--- src/rtl/rstk_pkg.sv ---
package rstk_pkg;

    // Occupancy of the return stack
    typedef enum logic [1:0] {
        ST_EMPTY   = 2'd0,
        ST_PARTIAL = 2'd1,
        ST_FULL    = 2'd2
    } occ_e;

    // Operation issued to the entry storage in a cycle
    typedef enum logic [2:0] {
        OP_IDLE = 3'd0,
        OP_PUSH = 3'd1,
        OP_POP  = 3'd2,
        OP_REPL = 3'd3,
        OP_HIWR = 3'd4
    } stk_op_e;

    // Access code that picks the object identifier source
    typedef enum logic [1:0] {
        ACC_DATA  = 2'b00,
        ACC_RSTK  = 2'b01,
        ACC_FETCH = 2'b10,
        ACC_ALT   = 2'b11
    } acc_e;

    // Number of low bits cleared per step of the fetch mask class
    localparam int unsigned MASK_STEP = 4;

    // Masked context used for instruction fetch
    function automatic logic [15:0] fetch_obj(input logic [15:0] ctx);
        logic [15:0] keep;
        keep = 16'hFFFF << (MASK_STEP * int'(ctx[14:13]));
        if (!ctx[15]) begin
            return 16'h0000;
        end
        return ctx & keep;
    endfunction

endpackage

--- src/rtl/rstk_store.sv ---
module rstk_store
    import rstk_pkg::*;
#(
    parameter int unsigned DEPTH = 16,
    parameter int unsigned HW    = 16,
    parameter int unsigned PW    = $clog2(DEPTH + 1)
) (
    input  logic            clk,
    input  logic            rst_n,
    input  stk_op_e         op_i,
    input  logic [PW-1:0]   sp_i,
    input  logic [HW-1:0]   lo_i,
    input  logic [HW-1:0]   hi_i,
    output logic [2*HW-1:0] top_o
);

    localparam int unsigned EW = 2 * HW;

    logic [EW-1:0] ent_q [DEPTH];
    logic [PW-1:0] tgt;
    logic          full_wr;
    logic          half_wr;

    // Push writes above the top; replace and high-half writes hit the top
    always_comb begin
        full_wr = (op_i == OP_PUSH) || (op_i == OP_REPL);
        half_wr = (op_i == OP_HIWR);
        if (op_i == OP_PUSH) begin
            tgt = sp_i;
        end else begin
            tgt = sp_i - PW'(1);
        end
    end

    for (genvar g = 0; g < DEPTH; g++) begin : g_ent
        always_ff @(posedge clk or negedge rst_n) begin
            if (!rst_n) begin
                ent_q[g] <= '0;
            end else if (full_wr && (tgt == PW'(g))) begin
                ent_q[g] <= {hi_i, lo_i};
            end else if (half_wr && (tgt == PW'(g))) begin
                ent_q[g][EW-1:HW] <= hi_i;
            end
        end
    end

    // Top entry read by depth match, zero when empty
    always_comb begin
        top_o = '0;
        for (int i = 0; i < DEPTH; i++) begin
            if (sp_i == PW'(i + 1)) begin
                top_o = ent_q[i];
            end
        end
    end

endmodule

--- src/rtl/rstk_ctx_reg.sv ---
module rstk_ctx_reg #(
    parameter int unsigned HW = 16
) (
    input  logic          clk,
    input  logic          rst_n,
    input  logic          send_ld_i,
    input  logic [HW-1:0] send_val_i,
    input  logic          ret_ld_i,
    input  logic [HW-1:0] ret_val_i,
    output logic [HW-1:0] ctx_o
);

    logic [HW-1:0] ctx_q;

    // Send has priority over the restore from a return
    always_ff @(posedge clk or negedge rst_n) begin
        if (!rst_n) begin
            ctx_q <= '0;
        end else if (send_ld_i) begin
            ctx_q <= send_val_i;
        end else if (ret_ld_i) begin
            ctx_q <= ret_val_i;
        end
    end

    assign ctx_o = ctx_q;

endmodule

--- src/rtl/rstk_objsel.sv ---
module rstk_objsel
    import rstk_pkg::*;
#(
    parameter int unsigned HW = 16
) (
    input  logic [1:0]    acc_i,
    input  logic [HW-1:0] ctx_i,
    input  logic [HW-1:0] rtop_hi_i,
    output logic [HW-1:0] objid_o
);

    acc_e acc;

    always_comb begin
        acc = acc_e'(acc_i);
        unique case (acc)
            ACC_RSTK:  objid_o = rtop_hi_i;
            ACC_FETCH: objid_o = HW'(fetch_obj(16'(ctx_i)));
            ACC_DATA,
            ACC_ALT:   objid_o = ctx_i;
            default:   objid_o = ctx_i;
        endcase
    end

endmodule

--- src/rtl/rstk_ctx_unit.sv ---
module rstk_ctx_unit
    import rstk_pkg::*;
#(
    parameter int unsigned DEPTH = 16,
    parameter int unsigned HW    = 16
) (
    input  logic            clk,
    input  logic            rst_n,
    input  logic            push_i,
    input  logic            pop_i,
    input  logic            send_i,
    input  logic            hiwr_i,
    input  logic [HW-1:0]   pushv_i,
    input  logic [HW-1:0]   dstk_i,
    input  logic [1:0]      acc_i,
    output logic [2*HW-1:0] top_o,
    output logic [HW-1:0]   ctx_o,
    output logic [HW-1:0]   objid_o,
    output logic            ovf_o,
    output logic            unf_o
);

    localparam int unsigned PW = $clog2(DEPTH + 1);
    localparam logic [PW-1:0] SP_MAX = PW'(DEPTH);
    localparam logic [PW-1:0] SP_ONE = PW'(1);

    occ_e          state_q, state_d;
    logic [PW-1:0] sp_q, sp_d;
    logic          ovf_q, ovf_d;
    logic          unf_q, unf_d;
    stk_op_e       op;
    logic          ret_ld;
    logic [HW-1:0] wr_hi;
    logic          do_push, do_pop, do_both;

    assign do_push = push_i && !pop_i;
    assign do_pop  = pop_i && !push_i;
    assign do_both = push_i && pop_i;

    // State register process
    always_ff @(posedge clk or negedge rst_n) begin
        if (!rst_n) begin
            state_q <= ST_EMPTY;
            sp_q    <= '0;
            ovf_q   <= 1'b0;
            unf_q   <= 1'b0;
        end else begin
            state_q <= state_d;
            sp_q    <= sp_d;
            ovf_q   <= ovf_d;
            unf_q   <= unf_d;
        end
    end

    // Next-state process
    always_comb begin
        state_d = state_q;
        sp_d    = sp_q;
        ovf_d   = ovf_q;
        unf_d   = unf_q;
        unique case (state_q)
            ST_EMPTY: begin
                if (push_i) begin
                    sp_d    = SP_ONE;
                    state_d = (SP_ONE == SP_MAX) ? ST_FULL : ST_PARTIAL;
                end
                if (pop_i) begin
                    unf_d = 1'b1;
                end
            end
            ST_PARTIAL: begin
                if (do_push) begin
                    sp_d    = sp_q + SP_ONE;
                    state_d = (sp_q + SP_ONE == SP_MAX) ? ST_FULL : ST_PARTIAL;
                end else if (do_pop) begin
                    sp_d    = sp_q - SP_ONE;
                    state_d = (sp_q == SP_ONE) ? ST_EMPTY : ST_PARTIAL;
                end
            end
            ST_FULL: begin
                if (do_push) begin
                    ovf_d = 1'b1;
                end else if (do_pop) begin
                    sp_d    = sp_q - SP_ONE;
                    state_d = (sp_q == SP_ONE) ? ST_EMPTY : ST_PARTIAL;
                end
            end
            default: begin
                state_d = ST_EMPTY;
                sp_d    = '0;
            end
        endcase
    end

    // Output process: storage operation and context restore
    always_comb begin
        op     = OP_IDLE;
        ret_ld = 1'b0;
        wr_hi  = ctx_o;
        unique case (state_q)
            ST_EMPTY: begin
                if (push_i) begin
                    op = OP_PUSH;
                end
            end
            ST_PARTIAL: begin
                if (do_both) begin
                    op     = OP_REPL;
                    ret_ld = 1'b1;
                end else if (do_push) begin
                    op = OP_PUSH;
                end else if (do_pop) begin
                    op     = OP_POP;
                    ret_ld = 1'b1;
                end else if (hiwr_i) begin
                    op    = OP_HIWR;
                    wr_hi = dstk_i;
                end
            end
            ST_FULL: begin
                if (do_both) begin
                    op     = OP_REPL;
                    ret_ld = 1'b1;
                end else if (do_pop) begin
                    op     = OP_POP;
                    ret_ld = 1'b1;
                end else if (hiwr_i && !push_i) begin
                    op    = OP_HIWR;
                    wr_hi = dstk_i;
                end
            end
            default: begin
                op = OP_IDLE;
            end
        endcase
    end

    rstk_store #(
        .DEPTH (DEPTH),
        .HW    (HW),
        .PW    (PW)
    ) u_store (
        .clk   (clk),
        .rst_n (rst_n),
        .op_i  (op),
        .sp_i  (sp_q),
        .lo_i  (pushv_i),
        .hi_i  (wr_hi),
        .top_o (top_o)
    );

    rstk_ctx_reg #(
        .HW (HW)
    ) u_ctx (
        .clk        (clk),
        .rst_n      (rst_n),
        .send_ld_i  (send_i),
        .send_val_i (dstk_i),
        .ret_ld_i   (ret_ld),
        .ret_val_i  (top_o[2*HW-1:HW]),
        .ctx_o      (ctx_o)
    );

    rstk_objsel #(
        .HW (HW)
    ) u_sel (
        .acc_i     (acc_i),
        .ctx_i     (ctx_o),
        .rtop_hi_i (top_o[2*HW-1:HW]),
        .objid_o   (objid_o)
    );

    assign ovf_o = ovf_q;
    assign unf_o = unf_q;

endmodule

--- config.mk ---
export PLATFORM = sky130hd
export DESIGN_NAME = rstk_ctx_unit
export DESIGN_NICKNAME = d
export VERILOG_FILES = /design/src/rtl/rstk_pkg.sv /design/src/rtl/rstk_store.sv /design/src/rtl/rstk_ctx_reg.sv /design/src/rtl/rstk_objsel.sv /design/src/rtl/rstk_ctx_unit.sv
export SDC_FILE = /design/constraint.sdc
export NUM_CORES = 1
export LEC_CHECK = 0
export ABC_AREA = 1
export BUFFER_PORTS_ARGS = -buffer_cell sky130_fd_sc_hd__buf_2
export CORE_ASPECT_RATIO = 0.9
export CORE_MARGIN = 1
export CORE_UTILIZATION = 53
export DETAILED_ROUTE_END_ITERATION = 6
export HOLD_SLACK_MARGIN = 0.05
export PLACE_DENSITY = 0.7
export SYNTH_ARGS = -nofsm -noshare
export SYNTH_HDL_FRONTEND = slang
export SYNTH_SLANG_ARGS = --single-unit
--- constraint.sdc ---
create_clock -name clk -period 3 [get_ports clk]
set_input_delay 0.3 -clock clk [delete_from_list [all_inputs] [get_ports clk]]
set_output_delay 0.3 -clock clk [all_outputs]
set_load 0.1 [all_outputs]
# == After elaboration in Yosys (flattened, before gate mapping) ==
# Cells that the tools add are included.
# totals
reg_bits,537
input_bits,40
output_inout_bits,66
elab_cells,236
# classes
add_sub_neg,2
eq_ne,42
shifts,1
n_mux,90
bitwise,1
n_reduce_logical,63
# ops
operator,count
two-way mux 16 bit,43
two-way mux 32 bit,16
"== test 5 x 4 -> 1 bit, second input constant",16
one-hot mux 16 bit (3 select lines),1
"== test 5 x 3 -> 1 bit, second input constant",8
logical AND 1 bit,36
nonzero test 2 bit,17
one-hot mux 16 bit (2 select lines),1
two-way mux 5 bit,5
two-way mux 3 bit,7
"== test 5 x 2 -> 1 bit, second input constant",4
AND 16 bit,1
"left shift 16 x 4 -> 16 bit, first input constant",1
one-hot mux 5 bit (3 select lines),1
"== test 5 x 1 -> 1 bit, second input constant",2
"== test 5 bit, second input constant",2
two-way mux 2 bit,5
one-hot mux 3 bit (3 select lines),1
two-way mux 1 bit,8
"== test 2 bit, second input constant",3
one-hot mux 2 bit (3 select lines),1
AND reduction 2 bit,3
"adder 5 x 1 -> 5 bit, second input constant",1
logical NOT 5 bit,1
11 further kinds,15

# == Longest topological paths before layout ==
# logic_depth
word_depth,19
mapped_depth,26
depth_no_buf,26

# == By module ==
# Synthesis repeated with hierarchy kept, for this count alone.
# hier_totals
hier_cells,3500
hier_area_um2,26797.0
# by_module_without_submodules
module,n_inst,cells_per_inst,area_per_inst_um2,seq_area_each_um2
rstk_store,1,3154,24556.1,12812.3
rstk_ctx_unit,1,179,1083.5,225.2
rstk_ctx_reg,1,88,772.0,400.4
rstk_objsel,1,79,385.4,0.0

# == Least setup slack after synthesis ==
# Ideal clock, no wire load.
# synth_timing
path_type,reg-to-output
from,reg sp_q[1]
to,out top_o[23]
t_arrival_ps,4323
required_ps,2700
path_slack_ps,-1623
path_stages_with_launch,24
path_buffers,1
path_cell_list,dfrtp_1 > inv_1 > ha_1 > inv_1 > nor2_1 > nand2_1 > nor2_4 > buf_2 > nand2_1 > nand3_1 > o21ai_0 > nand2_1 > nand2_1 > nand2_1 > nand2_1 > nand3_1 > nand3_1 > nand3_1 > nand2_1 > nand2_1 > nand2_1 > nand2_1 > nand2_1 > a21boi_0
# synth_between
elab_chain_len,17
elab_cells_between_ends,32
classes_between,eq/ne (16); mux (16)
# synth_lines
item,line_no,source
"start, declared",rstk_ctx_unit.sv:28,"logic [PW-1:0] sp_q, sp_d;"
"start signal, assigned",rstk_ctx_unit.sv:49,sp_q <= sp_d;
== test 5 x 1 -> 1 bit,rstk_store.sv:51,if (sp_i == PW'(i + 1)) begin
two-way mux 32 bit (15 in series),rstk_store.sv:51,
two-way mux 32 bit (*),rstk_store.sv:51,
"end, declared",rstk_ctx_unit.sv:16,"output logic [2*HW-1:0] top_o,"
# Mark *: on every way between the ends. The rest lies on a longest branch, timed or not.

# == Worst setup path in the final report ==
# layout_timing
from,reg sp_q[1]
to,out top_o[17]
# The elaborated chain is that of the path after synthesis.

==> results.json <==
{
  "preCtsSetupSlack_ps": -164,
  "yosys_warnings": 0,
  "yosys_most_used_dff": "dfrtp_1",
  "power_density_nw_per_um2": 1350,
  "yosysTopAreaCell": "dfrtp_1",
  "critPathLaunchType": "flip-flop",
  "cts_buffers": 56,
  "area_delta_synth_final_pct": 31.5,
  "required_ps": 2700,
  "seq_area_frac_synth": 0.509,
  "drtIter0Drc": 2853,
  "cts_sinks": 537,
  "die_h_um": 214,
  "ios": 106,
  "fillers": 3682,
  "via_per_inst": 5.71,
  "fin_crit_sh": 1.29,
  "hold_path_end": "u_ctx.ctx_o[6]",
  "synth_cell_types": 42,
  "p_int_mw": 24.8,
  "cpMostUsedCell": "nand2_2",
  "seqPwrFrac": 0.250,
  "fmax_mhz": 259,
  "grt_max_degree": 84,
  "max_stage_delay_ps": 430,
  "initial_utilization": 0.537,
  "failed_checks": "setup timing",
  "power_frac_comb": 0.589,
  "critPathKind": "flip-flop to primary output",
  "grt_pass1_vias": 23400,
  "regToRegSetupSlack_ps": 10,
  "layout.nets": 3743,
  "htreeDepth": 2,
  "worstPathArrival_ps": 3560,
  "post-route-min-period_ps": 3860,
  "routed_wirelength_um": 85300,
  "reg2reg_depth": 27,
  "grt_overflow": 0,
  "power_frac_clock": 0.161,
  "ys_top_cells_by_count": "1286 x nand2_1, 537 x dfrtp_1, 506 x o21ai_0, 325 x inv_1, 178 x nand3_1",
  "dieArea_um2": 50700,
  "clk_pin_slew_ps": 70,
  "hold_viol_final": 0,
  "drv_slew": 0,
  "hp-class": "input port to flip-flop",
  "crit_path_top_delay_cell": "dfrtp_1",
  "final_cell_count_no_fill": 4368,
  "netSwitchingFraction": 0.469,
  "core_um2": 49100,
  "outcome": "complete, but fails checks",
  "crit_buf_inv": 7,
  "netSwitchingPower_mw": 21.9,
  "wl_per_cell_um": 19.5,
  "clock_skew_ps": 33.5,
  "fin_ws_ps": -863,
  "syn_nets": 3510,
  "final_layout_size_suffix_gt1_frac": 0.231,
  "cp_top_family": "simple AND/OR/NAND/NOR gates",
  "cts_tree": "done",
  "cp-end-kind": "primary output",
  "maxCapViolations": 0,
  "slew-limit-headroom": 0.434,
  "dp_cells": 4179,
  "crit_path_max_fanout": 6,
  "n_antenna_cell": 0,
  "clockBufferDepth": 3,
  "tightest_slew_ps": 848,
  "track_usage": 0.328,
  "r2r_start": "sp_q[1]",
  "rows": 77,
  "gp_congestion": 0.888,
  "yosysMostFrequentCell": "nand2_1",
  "leakage_nw": 16.9,
  "synth_top_area_frac": 0.509,
  "hold_start": "send_i",
  "grt_pass1_wl_um": 130000,
  "drc": 0,
  "async_reset_ff_frac": 1.00,
  "avgSynthCellArea_um2": 7.63,
  "synth_cells": 3457,
  "root_buffer": "clkbuf_16",
  "clk-insertion-delay-late_ps": 640,
  "syn_area_um2": 26400,
  "antenna_found_initial": 0,
  "drtAntennaViolNets": 0,
  "die_w_um": 237,
  "reg2reg_to": "u_ctx.ctx_o[1]",
  "portBuffers": 105,
  "synthTopCellsByArea": "dfrtp_1 51%, nand2_1 18%, o21ai_0 9.6%",
  "synth-seq-cells": 537,
  "rsz0062_at_grt": "yes",
  "detailed_place_hpwl_um": 53700,
  "vias": 24900,
  "dr.pass1.iters": 6,
  "ir_worst_vdd_v": 0.00198,
  "setup_viol": 48,
  "synth_edf_count": 0,
  "hold_depth": 5
}
[stage by stage]
step	instance area, µm²	total power, mW	hold slack [ps]	utilization	setup TNS, ps
after CTS	33400	44.6	147	0.680	-33180
after floorplan	26800	26.1	4.41	-	-1.44
after global routing	34700	49.0	197	0.706	-45200
final	34700	46.8	183	0.706	-34870
after global placement	30300	35.0	324	0.618	-2330
after detailed placement	30300	35.5	330	0.618	-3740
[worst max-delay path by stage]
stage | to | cells past startpoint | slack [ps] | from
6_report | top_o[17] | 26 | -860 | sp_q[1]
3_5_place_dp | objid_o[1] | 27 | -160 | sp_q[1]
3_3_place_gp | top_o[9] | 21 | -160 | sp_q[0]
2_1_floorplan | top_o[5] | 23 | -1 | sp_q[1]
5_1_grt | objid_o[4] | 26 | -980 | sp_q[1]
4_1_cts | top_o[1] | 26 | -790 | sp_q[1]
[repair_timing]
item                                   4_1_cts  5_1_grt
setup endpoints to repair                   48      517
buffers inserted                            31       28
hold buffers                                18        0
resized for setup                          180      264
endpoints found under the hold margin       83        0
pin swaps                                   80      181
cloned                                       6       10
[routing by layer]
metal | vias up | GRT usage | share of wire
li1 | 11400 | - | -
met1 | 12300 | 0.474 | 0.43
met2 | 1100 | 0.508 | 0.45
met3 | 172 | 0.0534 | 0.085
met4 | 0 | 0.104 | 0.031
met5 | - | 0 | 0
[power by group through the flow]
stage          registers, mW  logic (mW)  clock network [mW]
2_1_floorplan           11.8        14.3                   0
3_3_place_gp            11.5        23.5                   0
3_5_place_dp            11.6        23.9                   0
4_1_cts                 11.6        25.4                7.60
5_1_grt                 12.0        29.1                7.91
6_report                11.7        27.5                7.54
[layout make-up]
cell class,instances,area [µm²],share of cell area
Multi-Input combinational cell,2370,12400,0.357
Sequential cell,537,13400,0.387
Clock inverter,22,355,0.0102
Inverter,333,1270,0.0367
Clock buffer,82,1630,0.0470
Timing Repair Buffer,392,4810,0.139
Tap cell,632,791,0.0228
[layout by cell type, fill, tap and decap left out, types with 6 or more instances in the layout]
cell type / netlist / layout
nor2_1: 103 / 85
a32oi_1: 15 / 15
nand2_1: 1286 / 1105
buf_4: 0 / 135
buf_12: 0 / 124
a21oi_4: 0 / 7
o21ai_1: 35 / 60
inv_2: 5 / 15
nand3_2: 0 / 76
dfrtp_1: 537 / 533
clkbuf_1: 158 / 14
clkbuf_8: 0 / 11
nand3_1: 178 / 100
clkinv_2: 0 / 7
nor2_2: 8 / 16
dlygate4sd3_1: 0 / 18
nand2_2: 0 / 129
o21ai_0: 506 / 460
nand2_4: 0 / 48
o21a_1: 120 / 120
nand4_1: 9 / 9
buf_6: 0 / 40
buf_8: 0 / 8
inv_1: 325 / 307
buf_2: 53 / 56
bufinv_16: 0 / 9
o21ai_2: 1 / 21
or2_2: 28 / 26
a21oi_1: 24 / 15
nor2_4: 1 / 11
clkbuf_16: 0 / 65
inv_4: 0 / 6
ha_4: 0 / 6
o22ai_1: 7 / 7
[flip-flops by register name, summed over array words and instances (netlist names)]
name,count
u_store.ent_q,512
u_ctx.ctx_o,16
sp_q,5
state_q,2
ovf_o,1
unf_o,1
[worst min-delay path, stage by stage]
cell,delay [ps]
buf_2,220
nand2_1,100
nand2_1,50
inv_1,40
nand2_1,40
[cell families after synthesis]
group           count (synthesis)  share of synthesized area
flops                         537                      0.509
fa+ha+maj                      13                    0.00616
compound gates                726                      0.155
buf+inv                       551                     0.0809
simple gates                 1624                      0.247
xor+xnor                        6                    0.00228
No activity file was read; power rests on OpenSTA's default activity.
